<file path="src/rtl/irq_pkg.sv">
package irq_pkg;
  localparam int unsigned LEGACY_IRQS = 16;
  localparam int unsigned APIC_INPUTS = 24;
  localparam int unsigned PCI_LINES   = 4;
  localparam int unsigned PNP_LINES   = 3;
  localparam int unsigned ROUTE_W     = 4;
  localparam int unsigned SYNC_DEPTH  = 2;
  localparam int unsigned APIC_PCI_AT = 16;
endpackage

</file>
<file path="src/rtl/irq_sync.sv">
module irq_sync #(
  parameter int unsigned W      = 1,
  parameter int unsigned STAGES = 2,
  parameter logic [W-1:0] IDLE  = '0
) (
  input  logic         clk,
  input  logic         rst,
  input  logic [W-1:0] d,
  output logic [W-1:0] q
);
  logic [W-1:0] stg [STAGES];

  always_ff @(posedge clk) begin
    if (rst) begin
      for (int i = 0; i < STAGES; i++) stg[i] <= IDLE;
    end else begin
      stg[0] <= d;
      for (int i = 1; i < STAGES; i++) stg[i] <= stg[i-1];
    end
  end

  assign q = stg[STAGES-1];

  generate
    if (STAGES == 2) begin : g_chk
      AST_SYNC_TWO_EDGES: assert property (@(posedge clk) disable iff (rst)
        !$past(rst) |=> (q == $past(d, 2)));
    end
  endgenerate
endmodule

</file>
<file path="src/rtl/irq_steer.sv">
module irq_steer #(
  parameter int unsigned N_LEG = 16,
  parameter int unsigned N_SRC = 8,
  parameter int unsigned SEL_W = 4
) (
  input  logic                   clk,
  input  logic                   rst,
  input  logic [N_SRC-1:0]       src_act,
  input  logic [N_SRC*SEL_W-1:0] src_sel,
  input  logic [N_LEG-1:0]       direct,
  output logic [N_LEG-1:0]       req
);
  logic [SEL_W-1:0] sel;

  always_comb begin
    req = direct;
    sel = '0;
    for (int s = 0; s < N_SRC; s++) begin
      sel = src_sel[s*SEL_W +: SEL_W];
      if (src_act[s] && (sel != '0) && (int'(sel) < int'(N_LEG))) req[sel] = 1'b1;
    end
  end

  generate
    for (genvar s = 0; s < N_SRC; s++) begin : g_chk
      AST_SOURCE_REACHES_IRQ: assert property (@(posedge clk) disable iff (rst)
        (src_act[s] && (src_sel[s*SEL_W +: SEL_W] != '0)
         && (int'(src_sel[s*SEL_W +: SEL_W]) < int'(N_LEG)))
        |-> req[src_sel[s*SEL_W +: SEL_W]]);
    end
  endgenerate
endmodule

</file>
<file path="src/rtl/irq_polarity.sv">
module irq_polarity #(
  parameter int unsigned N = 16
) (
  input  logic         clk,
  input  logic         rst,
  input  logic [N-1:0] req,
  input  logic [N-1:0] lvl_mode,
  output logic [N-1:0] line
);
  logic [N-1:0] line_q;

  always_ff @(posedge clk) begin
    if (rst) line_q <= '0;
    else     line_q <= req ^ lvl_mode;
  end

  assign line = line_q;

  generate
    for (genvar i = 0; i < N; i++) begin : g_chk
      AST_LEVEL_ACTIVE_LOW: assert property (@(posedge clk) disable iff (rst)
        (req[i] && lvl_mode[i]) |=> !line[i]);
      AST_EDGE_ACTIVE_HIGH: assert property (@(posedge clk) disable iff (rst)
        (req[i] && !lvl_mode[i]) |=> line[i]);
    end
  endgenerate
endmodule

</file>
<file path="src/rtl/irq_router.sv">
module irq_router
  import irq_pkg::*;
#(
  parameter int unsigned N_LEG     = LEGACY_IRQS,
  parameter int unsigned N_APIC    = APIC_INPUTS,
  parameter int unsigned N_PCI     = PCI_LINES,
  parameter int unsigned N_PNP     = PNP_LINES,
  parameter int unsigned SEL_W     = ROUTE_W,
  parameter int unsigned SYNC_STG  = SYNC_DEPTH,
  parameter int unsigned APIC_PCI0 = APIC_PCI_AT
) (
  input  logic                   clk,
  input  logic                   rst,
  input  logic [N_PCI-1:0]       pirq_pin_n,
  output logic                   pirqd_oe,
  input  logic                   usb_irq,
  input  logic [N_PNP-1:0]       pnp_irq,
  input  logic                   sci_req,
  input  logic [N_LEG-1:0]       serirq_bits,
  input  logic [N_LEG-1:0]       isa_irq,
  input  logic [N_LEG-1:0]       trig_level,
  input  logic [N_PCI*SEL_W-1:0] pirq_route,
  input  logic [N_PNP*SEL_W-1:0] pnp_route,
  input  logic [SEL_W-1:0]       sci_route,
  output logic [N_LEG-1:0]       pic_irq,
  output logic [N_APIC-1:0]      apic_irq
);
  localparam int unsigned OFS_PNP = N_PCI;
  localparam int unsigned OFS_SCI = OFS_PNP + N_PNP;
  localparam int unsigned OFS_ISA = OFS_SCI + 1;
  localparam int unsigned OFS_SER = OFS_ISA + N_LEG;
  localparam int unsigned SYNC_W  = OFS_SER + N_LEG;
  localparam int unsigned N_SRC   = N_PCI + N_PNP + 1;
  localparam logic [SYNC_W-1:0] SYNC_IDLE = {{(SYNC_W-N_PCI){1'b0}}, {N_PCI{1'b1}}};

  logic [SYNC_W-1:0]      raw_bus, syn_bus;
  logic [N_PCI-1:0]       pirq_s;
  logic [N_PNP-1:0]       pnp_s;
  logic                   sci_s;
  logic [N_LEG-1:0]       isa_s, ser_s;
  logic [N_SRC-1:0]       src_act;
  logic [N_SRC*SEL_W-1:0] src_sel;
  logic [N_LEG-1:0]       irq_req;
  logic [N_APIC-1:0]      apic_next, apic_q;
  logic                   oe_q;

  assign raw_bus = {serirq_bits, isa_irq, sci_req, pnp_irq, pirq_pin_n};

  irq_sync #(.W(SYNC_W), .STAGES(SYNC_STG), .IDLE(SYNC_IDLE)) u_sync (
    .clk(clk), .rst(rst), .d(raw_bus), .q(syn_bus)
  );

  assign pirq_s = syn_bus[N_PCI-1:0];
  assign pnp_s  = syn_bus[OFS_PNP +: N_PNP];
  assign sci_s  = syn_bus[OFS_SCI];
  assign isa_s  = syn_bus[OFS_ISA +: N_LEG];
  assign ser_s  = syn_bus[OFS_SER +: N_LEG];

  // shared sources in active-high form with their steering fields
  assign src_act = {sci_s, pnp_s, ~pirq_s};
  assign src_sel = {sci_route, pnp_route, pirq_route};

  irq_steer #(.N_LEG(N_LEG), .N_SRC(N_SRC), .SEL_W(SEL_W)) u_steer (
    .clk(clk), .rst(rst), .src_act(src_act), .src_sel(src_sel),
    .direct(isa_s | ser_s), .req(irq_req)
  );

  irq_polarity #(.N(N_LEG)) u_pol (
    .clk(clk), .rst(rst), .req(irq_req), .lvl_mode(trig_level), .line(pic_irq)
  );

  always_comb begin
    apic_next = '0;
    apic_next[N_LEG-1:0] = isa_s;
    apic_next[APIC_PCI0 +: N_PCI] = pirq_s;
  end

  always_ff @(posedge clk) begin
    if (rst) begin
      apic_q <= '0;
      oe_q   <= 1'b0;
    end else begin
      apic_q <= apic_next;
      oe_q   <= usb_irq;
    end
  end

  assign apic_irq = apic_q;
  assign pirqd_oe = oe_q;

  AST_RESET_CLEARS: assert property (@(posedge clk)
    rst |=> ((pic_irq == '0) && (apic_irq == '0) && !pirqd_oe));
  AST_PAD_DRIVE_ON: assert property (@(posedge clk) disable iff (rst)
    usb_irq |=> pirqd_oe);
  AST_PAD_RELEASE: assert property (@(posedge clk) disable iff (rst)
    !usb_irq |=> !pirqd_oe);
  AST_APIC_PCI_RAW: assert property (@(posedge clk) disable iff (rst)
    !$past(rst) |=> (apic_irq[APIC_PCI0 +: N_PCI] == $past(pirq_s)));
  AST_APIC_ISA_RAW: assert property (@(posedge clk) disable iff (rst)
    !$past(rst) |=> (apic_irq[N_LEG-1:0] == $past(isa_s)));
endmodule

</file>
<file path="config.mk">
export PLATFORM = sky130hd
export DESIGN_NAME = irq_router
export DESIGN_NICKNAME = d
export VERILOG_FILES = /design/src/rtl/irq_pkg.sv /design/src/rtl/irq_sync.sv /design/src/rtl/irq_steer.sv /design/src/rtl/irq_polarity.sv /design/src/rtl/irq_router.sv
export SDC_FILE = /design/constraint.sdc
export NUM_CORES = 1
export LEC_CHECK = 0
export ABC_AREA = 0
export BUFFER_PORTS_ARGS = -buffer_cell sky130_fd_sc_hd__buf_2
export CORE_AREA = 2 2 102 104
export CTS_BUF_LIST = sky130_fd_sc_hd__clkbuf_16
export DETAILED_ROUTE_END_ITERATION = 7
export DIE_AREA = 0 0 104 106
export GPL_TIMING_DRIVEN = 0
export PLACE_DENSITY_LB_ADDON = 0.08
export SLEW_MARGIN = 20
export SYNTH_ARGS = -nofsm -noshare
export SYNTH_HDL_FRONTEND = slang
export SYNTH_SLANG_ARGS = --single-unit
export TNS_END_PERCENT = 20
</file>
<file path="constraint.sdc">
create_clock -name clk -period 1.8 [get_ports clk]
set_clock_uncertainty 0.1 [all_clocks]
set_input_delay 0 -clock clk [delete_from_list [all_inputs] [get_ports clk]]
set_output_delay 0 -clock clk [all_outputs]
set_load 0.1 [all_outputs]
</file>
==> summary.txt, run 1 <==
Yosys
  – Mapped Cells: around 450
  – Post-Syn Area: between 4000 and 5000 µm²
  – Post-synth cell types: 32
  – Synth top area cells: dfxtp_1, nor2b_1, a22oi_1
  – Seq/Total Area, Yosys: between 50% and 60%
  – Ys async rst share: 0%
  – Top-count cell post-synth: dfxtp_1
  – Synth top cells by count: dfxtp_1, nor2b_1, a22oi_1
  – Synth warnings: 0
  – Yosys top cell area share: 52.6%
  – Post-synth EDFFs: 0
  – Synth Flop Type: dfxtp_1
  – #FFs+latches synth: 117
  – Largest area contributor in the synthesized netlist: dfxtp_1
  – Mean Syn Cell Area: between 9 and 10 µm²

CTS
  – Clock Pin Slew Worst Setup and Hold Paths: 0.06 ns
  – H-tree Lvls: 4
  – Skew-Pair Late Insertion Delay: 0.41 ns
  – Clk buf depth: 2
  – CTS root buf: clkbuf_16
  – CTS buffer count: 17
  – Clock Sink Count: 117
  – TritonCTS clock tree: built

Worst setup path
  – CP max FO: 4
  – Critical path class: flip-flop to flip-flop
  – Critical Path AT: 2.09 ns
  – CP startpoint kind: flip-flop
  – CP Capture Type: flip-flop
  – WP data required: 1.99 ns

Power and ir drop
  – VDD IR-drop max: approximately 0.86 mV
  – Leakage power total: 2.87 nW
  – Pwr dens: 1100 nW/µm²

Floorplan
  – Io pins: 132
  – Die W: 104 µm
  – Die area: 11000 µm²
  – # rows: 37
  – Initial Utilization: 44.5%
  – Core box area: 10000 µm²
  – Die Ht: 106 µm

Global route
  – Global-route wire length before repair: 23800 µm
  – Grt total ovfl: 0
  – Largest net degree at the start of global routing: 17
  – Initial antenna violation count: 0
  – Vias in the first global route: 4385
  – GRT Util Overall: 29.0%

STA
  – Minimum clock period: 1.89 ns
  – Final setup vio count: 5
  – Tightest Pin Transition: 0.680 ns
  – Fin. max-slew vios: 0
  – RSZ-0062 raised after global routing: true
  – Worst slew margin: 54.5%
  – Final worst setup slack: -0.0932 ns
  – Hold WS: 0.0261 ns
  – TNS Setup: -0.248 ns
  – Tcrit/Tclk final: 105%
  – F_max: 0.528 GHz
  – Hold Violations, Final: 0

Final layout
  – Layout area overhead: 50.7%
  – Fill count: between 700 and 800
  – Antenna Cells: 0
  – Share of layout cells above drive strength 1: 32.3%
  – Non-Filler Instances: 805
  – Fin nets: 747
  – Layout Utilization: 67.0%

Hold path
  – Hold crit path type: input port to flip-flop

Route
  – Post-DR wirelength/cell: roughly 20 µm
  – Total Wirelength: 15800 µm
  – Via density: 5.26
  – DRT iter0 DRCs: approximately 360
  – Vias: 4231
  – DRC violations left: 0
  – Drt first pass iters: 5
  – Routed Antenna Nets: 0

Placed design
  – Routability cong.: ~0.94
  – Port Buffers: around 130
  – Post-DP HPWL: between 10000 and 15000 µm
  – Dpl cells: just over 700

Outcome
  – Failing checks: negative setup slack
  – Status: finished, violations left

Run
  – Max cap viols: 0
-- flip-flops by register name, summed over array words and instances (netlist names) --
| register | cells |
|---|---|
| u_sync.stg | 80 |
| apic_irq | 20 |
| u_pol.line | 16 |
| pirqd_oe | 1 |
-- routing by layer --
metal,track usage [%],part of all wire [%]
met1,35.0,41
met2,48.8,49
met3,5.58,5.9
met4,15.9,4.0
met5,0,0
-- worst max-delay path, stage by stage (launching register included) --
cell and delay [ns]:
dfxtp_4 0.35, buf_4 0.15, nor3b_2 0.42, a22oi_2 0.18
nand4_1 0.19, a2111oi_4 0.06, mux2_4 0.33
-- cell type report --
class | count | area, µm² | area share [%]
sequential | 117 | 2350 | 35.1
buffer | 17 | 80.1 | 1.19
multi-input combinational | 315 | 2240 | 33.4
timing repair buffer | 188 | 1240 | 18.5
clock buffer | 17 | 425 | 6.35
clock inverter | 15 | 196 | 2.93
tap | 136 | 170 | 2.54
-- path summary, 6_finish.rpt --
check	start	endpoint	cells after the start	slack, ns
hold / removal	pnp_route[9]	u_pol.line[15]	5	0.03
setup / recovery	u_sync.stg[0][41]	u_pol.line[8]	6	-0.09
setup reg to reg	u_sync.stg[0][41]	u_pol.line[8]	6	-0.09
hold reg to reg	u_sync.stg[0][2]	u_sync.stg[0][42]	1	0.31
-- layout by cell type, fill, tap and decap left out, types with 6 or more instances in the layout --
cell type	count
nor3b_2	9
nand2_1	15
or2_2	8
dlygate4sd3_1	58
clkbuf_16	17
nor2b_1	116
a22oi_1	25
clkbuf_1	12
o21a_1	6
nor3_1	16
dfxtp_1	112
buf_2	127
nand3_1	27
buf_4	7
nand4_1	10
nor2_1	17
and3b_1	8
-- metrics by stage --
step / setup slack, ns / power (mW) / area (µm²)
CTS: -0.0315 / 7.39 / 6640
floorplan: 0.0467 / 3.45 / 4460
global placement: -0.337 / 3.74 / 5270
detailed placement: -0.334 / 3.75 / 5270
global route: -0.139 / 7.60 / 6700
finish: -0.0932 / 7.39 / 6700
-- where the power goes --
part / internal [mW] / total [mW] / switching, mW / leakage (nW)
Sequential: 2.72 / 2.77 / 0.0528 / 0.968
Combinational: 0.359 / 1.08 / 0.720 / 1.61
Clock: 2.21 / 3.53 / 1.32 / 0.295
-- timing repair --
action | in CTS | in global routing
hold endpoints to repair | 57 | 0
setup buffers | 2 | 1
pin swaps | 12 | 4
gates resized for setup | 33 | 15
setup endpoints to repair | 10 | 11
hold buffers | 58 | 0
-- kinds of logic (layout without fill, tap and decap cells) --
logic type / after synthesis / count (layout) / share of synthesized area, %
DFF: 117 / 117 / 52.6
xor gates and xnor gates: 1 / 1 / 0.197
AOI/OAI and AO/OA: 61 / 61 / 11.5
other: 1 / 4 / 0.0843
buffers and inverters: 17 / 237 / 1.77
muxes: 7 / 7 / 1.77
and+or+nand+nor: 242 / 242 / 32.1
Power figures use the tool's default switching activity.
==> run 2, diff against run 1 <==
--- a/config.mk
+++ b/config.mk
@@ -7,10 +7,10 @@
 export LEC_CHECK = 0
 export ABC_AREA = 0
 export BUFFER_PORTS_ARGS = -buffer_cell sky130_fd_sc_hd__buf_2
-export CORE_AREA = 2 2 102 104
-export CTS_BUF_LIST = sky130_fd_sc_hd__clkbuf_16
+export CORE_AREA = 2 2 100 102
+export CTS_BUF_LIST = sky130_fd_sc_hd__clkbuf_2
 export DETAILED_ROUTE_END_ITERATION = 7
-export DIE_AREA = 0 0 104 106
+export DIE_AREA = 0 0 102 104
 export GPL_TIMING_DRIVEN = 0
 export PLACE_DENSITY_LB_ADDON = 0.08
 export SLEW_MARGIN = 20
==> run 2 against run 1 <==
The flow now stops in clock tree synthesis; synthesized cell count did not move; synthesized area unchanged.
==> summary.txt, run 2 <==
Yosys
  – Ys async rst share: 0%
  – Seq/Total Area, Yosys: between 50% and 60%
  – Post-Syn Area: 4450 µm²
  – Synth top area cells: dfxtp_1, nor2b_1, a22oi_1
  – Post-synth cell types: 32
  – Synth top cells by count: dfxtp_1, nor2b_1, a22oi_1
  – Yosys top cell area share: about 53%
  – Post-synth EDFFs: 0
  – Largest area contributor in the synthesized netlist: dfxtp_1
  – Top-count cell post-synth: dfxtp_1
  – Mean Syn Cell Area: between 9 and 10 µm²
  – #FFs+latches synth: 117
  – Synth Flop Type: dfxtp_1
  – Synth warnings: 0
  – Mapped Cells: 446

CTS
  – CTS buffer count: 17
  – CTS Hold Buffers Added: 149
  – Post-CTS setup buffer count: 1
  – PostCTS Resize Cnt: 34
  – Clock Sink Count: 117
  – Clk buf depth: 2
  – CTS root buf: clkbuf_2
  – H-tree Lvls: 4

Placed design
  – Routability cong.: 0.988
  – Port Buffers: roughly 130
  – Post-DP HPWL: 10700 µm

Outcome
  – Status: did not finish
  – Error: [ERROR RSZ-0060] Max buffer count reached.
  – Halt Stage: clock tree synthesis

Floorplan
  – Io pins: 132
  – Die Ht: 104 µm
  – Initial Utilization: between 40% and 50%
  – # rows: 36
  – Die W: around 100 µm
-- run 2: cell counts after synthesis --
No cell type changed its count.
-- run 2: kinds of logic after synthesis --
group / Yosys count / share of synthesized area (%)
flip-flops: 117 / 52.6
multiplexers: 7 / 1.77
XOR/XNOR: 1 / 0.197
buffers and inverters: 17 / 1.77
AO/OA/AOI/OAI: 61 / 11.5
other: 1 / 0.0843
AND/OR/NAND/NOR: 242 / 32.1
-- run 2: through the flow --
step	TNS (ns)	worst slack [ns]	hold slack, ns	area (µm²)	cells
2_1_floorplan	0	0.0467	0.00381	4460	449
3_3_place_gp	-2.66	-0.467	0.0878	5260	709
3_5_place_dp	-2.42	-0.382	0.0869	5260	709
==> run 3, diff against run 2 <==
--- a/config.mk
+++ b/config.mk
@@ -7,12 +7,11 @@
 export LEC_CHECK = 0
 export ABC_AREA = 0
 export BUFFER_PORTS_ARGS = -buffer_cell sky130_fd_sc_hd__buf_2
-export CORE_AREA = 2 2 100 102
-export CTS_BUF_LIST = sky130_fd_sc_hd__clkbuf_2
+export CORE_AREA = 2 2 109 111
 export DETAILED_ROUTE_END_ITERATION = 7
-export DIE_AREA = 0 0 102 104
+export DIE_AREA = 0 0 111 113
 export GPL_TIMING_DRIVEN = 0
-export PLACE_DENSITY_LB_ADDON = 0.08
+export PLACE_DENSITY_LB_ADDON = 0.15
 export SLEW_MARGIN = 20
 export SYNTH_ARGS = -nofsm -noshare
 export SYNTH_HDL_FRONTEND = slang
==> constraint.sdc (replaced) <==
create_clock -name clk -period 2.35 [get_ports clk]
set_clock_uncertainty 0.1 [all_clocks]
set_input_delay 0 -clock clk [delete_from_list [all_inputs] [get_ports clk]]
set_output_delay 0 -clock clk [all_outputs]
set_load 0.1 [all_outputs]
==> run 3 against run 2 <==
The flow now finishes without violations.
==> summary.txt, run 3 (synthesis gave the netlist of run 1 again) <==
Placed design
  – Cell area after placement: 5280 µm²
  – Pre-CTS setup slack: 0.189 ns
  – Port Buffers: approximately 130
  – Post-DP HPWL: 11500 µm
  – Routability cong.: 0.911

Power and ir drop
  – Seq pwr share: 39.5%
  – Sw frac: 28.2%
  – Leakage power total: 2.78 nW
  – Clock power frac: 45.9%
  – Comb pwr share: 14.7%
  – NetSw: about 1.5 mW
  – Pwr dens: 835 nW/µm²
  – VDD IR-drop max: roughly 0.6 mV
  – Int Pwr: 3.86 mW

Floorplan
  – Die area: 12500 µm²
  – Initial Utilization: 39.5%
  – # rows: 39
  – Core box area: 11300 µm²
  – Die W: 111 µm
  – Die Ht: 113 µm
  – Io pins: roughly 130

STA
  – Final setup vio count: 0
  – RSZ-0062 raised after global routing: false
  – Tcrit/Tclk final: between 90% and 100%
  – Hold Violations, Final: 0
  – Final worst setup slack: 0.119 ns
  – Minimum clock period: between 2 and 2.5 ns
  – Fin. max-slew vios: 0
  – Worst slew margin: 30.1%
  – Tightest Pin Transition: 1.05 ns
  – F_max: 0.448 GHz
  – TNS Setup: 0 ns

CTS
  – CTS root buf: clkbuf_16
  – H-tree Lvls: 4
  – CTS buffer count: 17
  – Skew-Pair Late Insertion Delay: ~0.41 ns
  – TritonCTS clock tree: built
  – CTS Hold Buffers Added: 59
  – Clock Pin Slew Worst Setup and Hold Paths: 0.06 ns
  – Clk buf depth: 2
  – PostCTS Resize Cnt: 0
  – Post-CTS setup buffer count: 0
  – Clock Sink Count: 117

Worst setup path
  – R2R setup slack: 0.12 ns
  – WP data required: between 2 and 3 ns
  – CP Capture Type: flip-flop
  – CP startpoint kind: flip-flop
  – Critical path class: flip-flop to flip-flop
  – CP max FO: 5
  – Critical Path AT: between 2 and 2.5 ns

Final layout
  – Layout area overhead: 44.7%
  – Max reg flops: 80
  – Antenna Cells: 0
  – Register Area: 2340 µm²
  – Commonest non-fill, non-tap cells in the layout: buf_2, dfxtp_1, nor2b_1
  – Multi-input gate area: 2040 µm²
  – Share of layout cells above drive strength 1: 26.4%
  – Reg with most FFs: u_sync.stg
  – Final instance area: 6440 µm²
  – Fill count: 1000
  – Fin nets: 745
  – Most common cell after layout, fill and taps aside: buf_2

Outcome
  – Status: completed

Global route
  – Grt total ovfl: 0
  – GRT Util Overall: about a quarter
  – Global-route wire length before repair: 23100 µm
  – Vias in the first global route: 4165
  – Largest net degree at the start of global routing: 17
  – Initial antenna violation count: 0

Route
  – Vias: about 4000
  – Routed Antenna Nets: 0
  – Via density: 5.04
  – Drt first pass iters: 5
  – Total Wirelength: 15300 µm
  – DRT iter0 DRCs: 292
  – Post-DR wirelength/cell: between 15 and 20 µm
  – DRC violations left: 0

Hold path
  – Hold crit path type: input port to flip-flop

Run
  – Max cap viols: 0
run 3: layer usage:
| metal | wire length (µm) | GRT usage, % | share of wire (%) | up-vias |
|---|---|---|---|---|
| met5 | 0 | 0 | 0 | - |
| met4 | 375 | 9.50 | 2.4 | 0 |
| met3 | 1060 | 6.80 | 6.9 | 21 |
| met2 | 7300 | 41.1 | 48 | 175 |
| met1 | 6590 | 31.3 | 43 | 1889 |
| li1 | - | - | - | 1994 |
run 3: worst paths after layout:
check               startpoint                end  cells past startpoint
max          u_sync.stg[0][41]      u_pol.line[6]                      4
min               pnp_route[9]     u_pol.line[15]                      5
min reg2reg   u_sync.stg[0][0]  u_sync.stg[0][40]                      1
max reg2reg  u_sync.stg[0][41]      u_pol.line[6]                      4
run 3: power by group through the flow:
stage          logic (mW)  clock network (mW)  registers (mW)
2_1_floorplan       0.223                   0            2.42
3_3_place_gp        0.703                   0            2.16
3_5_place_dp        0.709                   0            2.17
4_1_cts             0.786                2.50            2.12
5_1_grt             0.832                2.59            2.13
6_report            0.789                2.47            2.12
run 3: through the flow:
stage | instances | utilization [%] | power [mW] | hold slack (ns)
after floorplan | 449 | - | 2.65 | 0.00381
after global placement | 719 | 46.8 | 2.87 | 0.0870
after detailed placement | 719 | 46.8 | 2.87 | 0.0898
after CTS | 809 | 57.1 | 5.41 | 0.0201
after global routing | 809 | 57.1 | 5.56 | 0.0445
final | 809 | 57.1 | 5.38 | 0.0368
run 3: worst max-delay path, stage by stage (launching register included):
cell and delay [ns]:
dfxtp_1 0.34, nor3b_1 0.85, a22oi_1 0.28, nand4_1 0.20, mux2_2 0.35
run 3: area by class of cell:
cell class	count	area share, %
Tap cell	143	2.78
Timing Repair Buffer	186	19.0
Clock buffer	19	7.03
Clock inverter	12	1.87
Buffer	17	1.22
Sequential cell	117	36.4
Multi-Input combinational cell	315	31.7
